**src/rtl/sdadd_pkg.sv**
```systemverilog
package sdadd_pkg;
  typedef logic [1:0] sdig_t;

  localparam sdig_t DIG_ZERO = 2'b00;
  localparam sdig_t DIG_POS  = 2'b01;
  localparam sdig_t DIG_NEG  = 2'b10;
  localparam sdig_t DIG_BAD  = 2'b11;

  typedef enum logic [1:0] {
    MODE_PLAIN  = 2'd0,
    MODE_POW2   = 2'd1,
    MODE_POW2M1 = 2'd2,
    MODE_POW2P1 = 2'd3
  } add_mode_e;

  function automatic int dig_val(sdig_t d);
    case (d)
      DIG_POS: return 1;
      DIG_NEG: return -1;
      default: return 0;
    endcase
  endfunction

  function automatic logic dig_ok(sdig_t d);
    return d != DIG_BAD;
  endfunction

  // values outside one digit map to the unused code so checks can see them
  function automatic sdig_t dig_enc(int v);
    case (v)
      1:       return DIG_POS;
      -1:      return DIG_NEG;
      0:       return DIG_ZERO;
      default: return DIG_BAD;
    endcase
  endfunction

  // returns {transfer, interim}
  function automatic logic [3:0] split_pair(sdig_t a, sdig_t b, logic lower_neg);
    int t;
    t = dig_val(a) + dig_val(b);
    case (t)
      2:  return {DIG_POS, DIG_ZERO};
      -2: return {DIG_NEG, DIG_ZERO};
      1:  return lower_neg ? {DIG_ZERO, DIG_POS} : {DIG_POS, DIG_NEG};
      -1: return lower_neg ? {DIG_NEG, DIG_POS} : {DIG_ZERO, DIG_NEG};
      default: return {DIG_ZERO, DIG_ZERO};
    endcase
  endfunction
endpackage

```
**src/rtl/sdadd_cell.sv**
```systemverilog
module sdadd_cell
  import sdadd_pkg::*;
(
  input  logic [1:0] x_dig,
  input  logic [1:0] y_dig,
  input  logic       lower_neg,
  output logic [1:0] xfer_o,
  output logic [1:0] intr_o
);
  int pair_sum;

  always_comb begin
    {xfer_o, intr_o} = split_pair(x_dig, y_dig, lower_neg);
    pair_sum = dig_val(x_dig) + dig_val(y_dig);
    if (dig_ok(x_dig) && dig_ok(y_dig)) begin

      pair_identity_chk: assert (2 * dig_val(xfer_o) + dig_val(intr_o) == pair_sum);

      double_pos_chk: assert (!(x_dig == DIG_POS && y_dig == DIG_POS) ||
                              (xfer_o == DIG_POS && intr_o == DIG_ZERO));

      pos_clear_chk: assert (!(pair_sum == 1 && !lower_neg) ||
                             (xfer_o == DIG_POS && intr_o == DIG_NEG));

      neg_borrow_chk: assert (!(pair_sum == -1 && lower_neg) ||
                              (xfer_o == DIG_NEG && intr_o == DIG_POS));
    end
  end
endmodule

```
**src/rtl/sdadd_wrap.sv**
```systemverilog
module sdadd_wrap
  import sdadd_pkg::*;
(
  input  logic [1:0] mode,
  input  logic [1:0] top_x,
  input  logic [1:0] top_y,
  input  logic [1:0] top_xfer,
  output logic [1:0] low_xfer,
  output logic       low_flag
);
  add_mode_e md;

  always_comb begin
    md = add_mode_e'(mode);
    case (md)
      MODE_POW2M1: begin
        low_xfer = top_xfer;
        low_flag = (top_x == DIG_NEG) || (top_y == DIG_NEG);
      end
      MODE_POW2P1: begin
        low_xfer = {top_xfer[0], top_xfer[1]};
        low_flag = (top_x == DIG_POS) || (top_y == DIG_POS);
      end
      default: begin
        low_xfer = DIG_ZERO;
        low_flag = 1'b0;
      end
    endcase
  end
endmodule

```
**src/rtl/sd_mod_adder.sv**
```systemverilog
module sd_mod_adder
  import sdadd_pkg::*;
#(
  parameter int N = 8
) (
  input  logic [1:0]     mode_i,
  input  logic [2*N-1:0] opa_i,
  input  logic [2*N-1:0] opb_i,
  output logic [2*N+1:0] sum_o
);
  localparam int TOP = N - 1;

  logic [N-1:0] low_neg;
  sdig_t        xfer [1:N];
  sdig_t        intr [0:N-1];
  sdig_t        wrap_xfer;
  logic         wrap_flag;
  logic         in_ok;

  sdadd_wrap u_wrap (
    .mode     (mode_i),
    .top_x    (opa_i[2*TOP +: 2]),
    .top_y    (opb_i[2*TOP +: 2]),
    .top_xfer (xfer[N]),
    .low_xfer (wrap_xfer),
    .low_flag (wrap_flag)
  );

  always_comb begin
    in_ok = 1'b1;
    for (int k = 0; k < N; k++) begin
      if (!dig_ok(opa_i[2*k +: 2]) || !dig_ok(opb_i[2*k +: 2])) in_ok = 1'b0;
    end
  end

  for (genvar g = 0; g < N; g++) begin : g_dig
    sdig_t cin;

    if (g == 0) begin : g_low
      assign low_neg[g] = wrap_flag;
      assign cin        = wrap_xfer;
    end else begin : g_mid
      assign low_neg[g] = (opa_i[2*(g-1) +: 2] == DIG_NEG) ||
                          (opb_i[2*(g-1) +: 2] == DIG_NEG);
      assign cin        = xfer[g];
    end

    sdadd_cell u_cell (
      .x_dig     (opa_i[2*g +: 2]),
      .y_dig     (opb_i[2*g +: 2]),
      .lower_neg (low_neg[g]),
      .xfer_o    (xfer[g+1]),
      .intr_o    (intr[g])
    );

    assign sum_o[2*g +: 2] = dig_enc(dig_val(cin) + dig_val(intr[g]));

    always_comb begin
      if (in_ok) begin

        digit_code_chk: assert (sum_o[2*g +: 2] != DIG_BAD);
      end
    end
  end

  assign sum_o[2*N +: 2] = (mode_i == MODE_PLAIN) ? xfer[N] : DIG_ZERO;
endmodule

```
**config.mk**
```make
export PLATFORM = sky130hd
export DESIGN_NAME = sd_mod_adder
export DESIGN_NICKNAME = d
export VERILOG_FILES = /design/src/rtl/sdadd_pkg.sv /design/src/rtl/sdadd_cell.sv /design/src/rtl/sdadd_wrap.sv /design/src/rtl/sd_mod_adder.sv
export SDC_FILE = /design/constraint.sdc
export NUM_CORES = 1
export LEC_CHECK = 0
export BUFFER_PORTS_ARGS = -buffer_cell sky130_fd_sc_hd__buf_2
export CAP_MARGIN = 25
export CORE_ASPECT_RATIO = 0.75
export CORE_MARGIN = 5
export CORE_UTILIZATION = 55
export DETAILED_ROUTE_END_ITERATION = 7
export PLACE_DENSITY = 0.83
export SYNTH_ARGS = -nofsm -noshare
export SYNTH_HDL_FRONTEND = slang
export SYNTH_SLANG_ARGS = --single-unit
```
**constraint.sdc**
```tcl
create_clock -name vclk -period 5.5
set_input_delay 0.275 -clock vclk [all_inputs]
set_output_delay 0.275 -clock vclk [all_outputs]
set_load 0.01 [all_outputs]
```
==> flow_summary_export.csv, run 1 <==
group,metric,value,unit
synth,syn_nets,460,
global_route,gr-usage-all-layers,0.149,
sta,hold_viol_final,0,
floorplan,pin_count,52,
critical_path,worstPathArrival,5.00,ns
route,first_pass_iters,4,
placed_design,hpwl,4340,um
pwr,p_int,206,uW
pwr,switchingPower,238,uW
critical_path,cp-start-kind,"input port",
global_route,grt_max_degree,8,
critical_path,cp.required,5.22,ns
job,drv_cap,0,
critical_path,worstPathMaxFanout,5,
cells_and_area,seq_cell_count,0,
cells_and_area,nFillCells,425,
pwr,clkPwrFrac,0,
route,wl_per_cell,10.5,um
route,initialDrtViolationCount,43,
critical_path,endpoint_kind,"output pin",
placed_design,placedCellCount,438,
sta,drv_slew,0,
critical_path,worstSetupPathType,"input port to output pin",
pwr,max-vdd-ir-drop,162,uV
sta,setup_viol,0,
floorplan,dieArea,6390,um2
synth,synth_cell_types,38,
sta,worst_slew_pin_slew,0.413,ns
route,ant_nets,0,
global_route,grt_pass1_wl,8550,um
global_route,antenna_found_initial,0,
route,vias,2186,
route,via_per_inst,4.92,
route,drt_wl_total,4660,um
floorplan,start_util,0.557,
cells_and_area,synthToLayoutAreaGrowth,16.0,%
min_path,min_path_type,"input port to output pin",
sta,hold-worst-slack,0.870,ns
floorplan,row_count,22,
outcome,run_status,"finished, final reports clean",
cells_and_area,diodes,0,
cells_and_area,nets,522,
cells_and_area,register_area,0,um2
pwr,seqPwrFrac,0,
floorplan,dieHeight,70.5,um
floorplan,fp.dieW,90.7,um
pwr,swShare,0.537,
pwr,pwr-share-comb,1.000,
synth,syn_inst,324,
pwr,leakage,0.00174,uW
placed_design,numPortBuffers,52,
sta,layout_min_cycle_time,5.27,ns
sta,period_share,0.959,
cells_and_area,multi_input_area,2400,um2
cells_and_area,layout-drive-gt1-share,0.190,
global_route,grt_overflow,0,
cells_and_area,final_cells,444,
synth,netlist_area,2690,um2
sta,max_clock_freq,190,MHz
synth,synth.avg_cell_area,8.29,um2
sta,slew_headroom,0.721,
placed_design,place_congestion,0.816,
cells_and_area,fin_util,0.647,
floorplan,fp.coreArea,4820,um2
synth,synth_warnings,0,
clock_tree,hold_buffers,0,
cells_and_area,nClkBuffers,0,
pwr,powerDensity,143,nW/um2
route,drc,0,
synth,ys_seq_area_frac,0,
global_route,grt_pass1_vias,2135,
==> final cells by class <==
| type | instances | area share |
|---|---|---|
| Tap cell | 60 | 0.0241 |
| Multi-Input combinational cell | 240 | 0.771 |
| Timing Repair Buffer | 60 | 0.103 |
| Inverter | 84 | 0.102 |
==> synthesized netlist by cell type (2+ instances only) <==
cell      number  area, um2
inv_1         84        315
ha_1          65        813
fa_1          37        741
nor2_1        24       90.1
nand2_1       18       67.6
nand2b_1      11       68.8
a21oi_1       10       50.1
nand3_1        6       30.0
nor3_1         6       30.0
nor2b_1        5       31.3
nor4b_1        5       43.8
o21ai_0        5       25.0
xor2_1         5       43.8
and3_1         4       25.0
nand4_1        4       25.0
o21bai_1       4       30.0
o211ai_1       3       22.5
a211o_1        2       17.5
a21boi_0       2       15.0
a21o_1         2       15.0
a31oi_1        2       12.5
and2_1         2       12.5
nand3b_1       2       15.0
nor4bb_1       2       20.0
==> routing by layer <==
| metal | routed length, um | global-route usage | up-vias |
|---|---|---|---|
| li1 | - | - | 1154 |
| met1 | 2140 | 0.196 | 1001 |
| met2 | 2360 | 0.285 | 29 |
| met3 | 152 | 0.00538 | 2 |
| met4 | 14 | 0.00496 | 0 |
| met5 | 0 | 0 | - |
==> timing repair <==
| item | 4_1_cts | 5_1_grt |
|---|---|---|
| resized for setup | 1 | 9 |
| pin swaps | 0 | 9 |
| endpoints found under the setup margin | 1 | 2 |
| setup buffers | 0 | 6 |
==> layout by cell type, fill, tap and decap left out, drive strengths merged, types with 3 or more instances in the layout <==
cell type	n
nand2	18
o211ai	3
nand2b	11
inv	84
nor4b	5
o21ai	5
o21bai	4
ha	65
buf	60
a21oi	10
nand3	6
nor2b	5
nor3	6
and3	4
fa	37
xor2	5
nand4	4
nor2	24
==> path summary, 6_finish.rpt <==
check / start / end / slack (ns) / cells past startpoint
setup / recovery: opa_i[14] / sum_o[0] / 0.23 / 23
hold / removal: mode_i[0] / sum_o[16] / 0.87 / 3
==> cell families (layout without fill, tap and decap cells) <==
family	after synthesis	count (layout)	share of synthesized area
simple gates	98	98	0.199
buf+inv	84	144	0.117
fa+ha+maj	102	102	0.579
compound gates	34	34	0.0829
xor+xnor	5	5	0.0163
mux	1	1	0.00559
==> metrics by stage <==
stage                     TNS [ns]  setup WS, ns  total power, uW  instance area [um2]
final                            0         0.226              444                 3120
after global routing       -0.0532       -0.0532              519                 3120
after CTS                        0        0.0778              440                 3040
after detailed placement         0        0.0137              436                 3040
after global placement           0         0.158              419                 3040
after floorplan                  0         0.406              311                 2690
==> worst max-delay path: stages <==
cell,delay [ns]
buf_2,0.09
inv_1,0.05
ha_1,0.28
inv_1,0.06
ha_1,0.15
inv_2,0.05
fa_2,0.35
inv_1,0.08
fa_1,0.45
nor4b_2,0.36
nand2_1,0.14
o32a_1,0.35
ha_1,0.29
inv_1,0.06
ha_1,0.13
inv_1,0.07
fa_2,0.40
inv_4,0.10
fa_1,0.46
nor4bb_2,0.30
nand4_1,0.14
o22a_1,0.21
buf_2,0.13
==> power groups by stage <==
stage	sequential, uW	combinational [uW]	clock [uW]
floorplan	0	311	0
global route	0	519	0
CTS	0	440	0
detailed placement	0	436	0
global placement	0	419	0
finish	0	444	0
Power figures use the tool's default switching activity.
==> inputs of run 2 (changes only) <==
- PLACE_DENSITY: 0.83 -> unset
- PLACE_DENSITY_LB_ADDON: unset -> 0.08
==> flow_summary_export.csv, run 2 (synthesis results as in run 1) <==
group,metric,value,unit
clock_tree,hold_buffers,0,
global_route,grt_pass1_vias,2031,
global_route,grt_max_degree,8,
critical_path,cp-endpoint,"sum_o[0]",
pwr,p_int,200,uW
floorplan,fp.coreArea,4820,um2
pwr,pwr-share-comb,1.000,
global_route,grt_pass1_wl,8420,um
sta,worst_slew_pin_slew,0.402,ns
sta,max_clock_freq,189,MHz
critical_path,endpoint_kind,"output pin",
placed_design,hpwl,4490,um
global_route,grt_overflow,0,
floorplan,row_count,22,
route,wl_per_cell,10.9,um
cells_and_area,diodes,0,
sta,hold_viol_final,0,
cells_and_area,final_cell_mix,"inv_1, ha_1, buf_2",
route,drt_wl_total,4810,um
global_route,antenna_found_initial,0,
critical_path,crit_cells,24,
critical_path,cp.required,5.22,ns
critical_path,crit_start,"opa_i[14]",
pwr,seqPwrFrac,0,
sta,slew_headroom,0.728,
route,drc,0,
placed_design,placedCellCount,439,
pwr,max-vdd-ir-drop,148,uV
pwr,swShare,0.543,
route,vias,2208,
cells_and_area,nFillCells,421,
placed_design,numPortBuffers,52,
critical_path,worstSetupPathType,"input port to output pin",
critical_path,worst_path_largest_cell_delay,0.45,ns
critical_path,worstPathMaxFanout,3,
sta,layout_min_cycle_time,5.29,ns
sta,period_share,0.961,
critical_path,cp-start-kind,"input port",
cells_and_area,final_common_cell,"inv_1",
sta,final.setup.tns,0,ns
pwr,leakage,0.00172,uW
cells_and_area,nets,518,
route,ant_nets,0,
critical_path,critPathSlowestCell,"fa_1",
floorplan,dieArea,6390,um2
route,via_per_inst,5.02,
cells_and_area,layout-drive-gt1-share,0.174,
placed_design,place_congestion,0.800,
route,initialDrtViolationCount,33,
route,first_pass_iters,4,
global_route,gr-usage-all-layers,0.149,
min_path,min_path_type,"input port to output pin",
floorplan,pin_count,52,
critical_path,path_buf_inv,9,
cells_and_area,synthToLayoutAreaGrowth,14.5,%
critical_path,path_cells,"buf_2, inv_1, ha_1, inv_1, ha_1, inv_1, fa_2, inv_1, fa_1, nor4b_2, nand2_1, o32a_1, ha_1, inv_1, ha_1, inv_1, fa_2, fa_1, inv_1, fa_1, nor4bb_2, nand4_1, o22a_1, buf_2",
floorplan,fp.dieW,90.7,um
sta,setup_viol,0,
pwr,clkPwrFrac,0,
critical_path,worstPathArrival,5.01,ns
cells_and_area,final_cells,440,
pwr,switchingPower,238,uW
sta,drv_slew,0,
cells_and_area,nClkBuffers,0,
outcome,run_status,"finished, final reports clean",
critical_path,path_common_cell,"inv_1",
pwr,powerDensity,142,nW/um2
cells_and_area,seq_cell_count,0,
cells_and_area,register_area,0,um2
floorplan,dieHeight,70.5,um
floorplan,start_util,0.557,
job,drv_cap,0,
critical_path,crit_family,"adder cells",
run 2: final cells by class:
cell class	count	area, um2	share of cell area
multi-input cells	240	2390	0.779
inverters	84	315	0.103
repair buffers	56	290	0.0944
well taps	60	75.1	0.0244
run 2: repair_timing:
action | 4_1_cts | 5_1_grt
setup endpoints to repair | 0 | 2
buffers inserted | 0 | 1
resized for setup | 0 | 6
run 2: how the worst min path moves through the flow:
| stage | startpoint | end | slack (ns) | depth (start not counted) |
|---|---|---|---|---|
| finish | mode_i[0] | sum_o[17] | 0.88 | 3 |
| global route | mode_i[0] | sum_o[17] | 0.91 | 3 |
| floorplan | mode_i[0] | sum_o[17] | 0.60 | 1 |
| detailed placement | mode_i[0] | sum_o[17] | 0.88 | 3 |
| global placement | mode_i[0] | sum_o[17] | 0.88 | 3 |
| CTS | mode_i[0] | sum_o[17] | 0.88 | 3 |
run 2: worst min-delay path: cells and delay by family:
kind	cells	cell delay, ns
buf+inv	2	0.27
simple gates	1	0.06
run 2: power by group through the flow:
stage / clock network (uW) / registers, uW / logic (uW)
2_1_floorplan: 0 / 0 / 311
4_1_cts: 0 / 0 / 440
6_report: 0 / 0 / 438
3_3_place_gp: 0 / 0 / 422
3_5_place_dp: 0 / 0 / 437
5_1_grt: 0 / 0 / 506
run 2: through the flow:
stage	cell area, um2	worst slack [ns]	hold WS [ns]	total power, uW	utilization
after floorplan	2690	0.406	0.601	311	-
after global placement	3040	0.274	0.881	422	0.632
after detailed placement	3040	0.0586	0.881	437	0.632
after CTS	3040	0.0433	0.884	440	0.632
after global routing	3070	-0.0881	0.909	506	0.638
final	3070	0.212	0.882	438	0.638
run 2: routing by layer:
layer	vias up	GRT usage	wire [um]
met4	0	0.00165	0
met1	1014	0.227	2420
li1	1140	-	-
met3	0	0.00538	246
met2	54	0.251	2140
met5	-	0	0
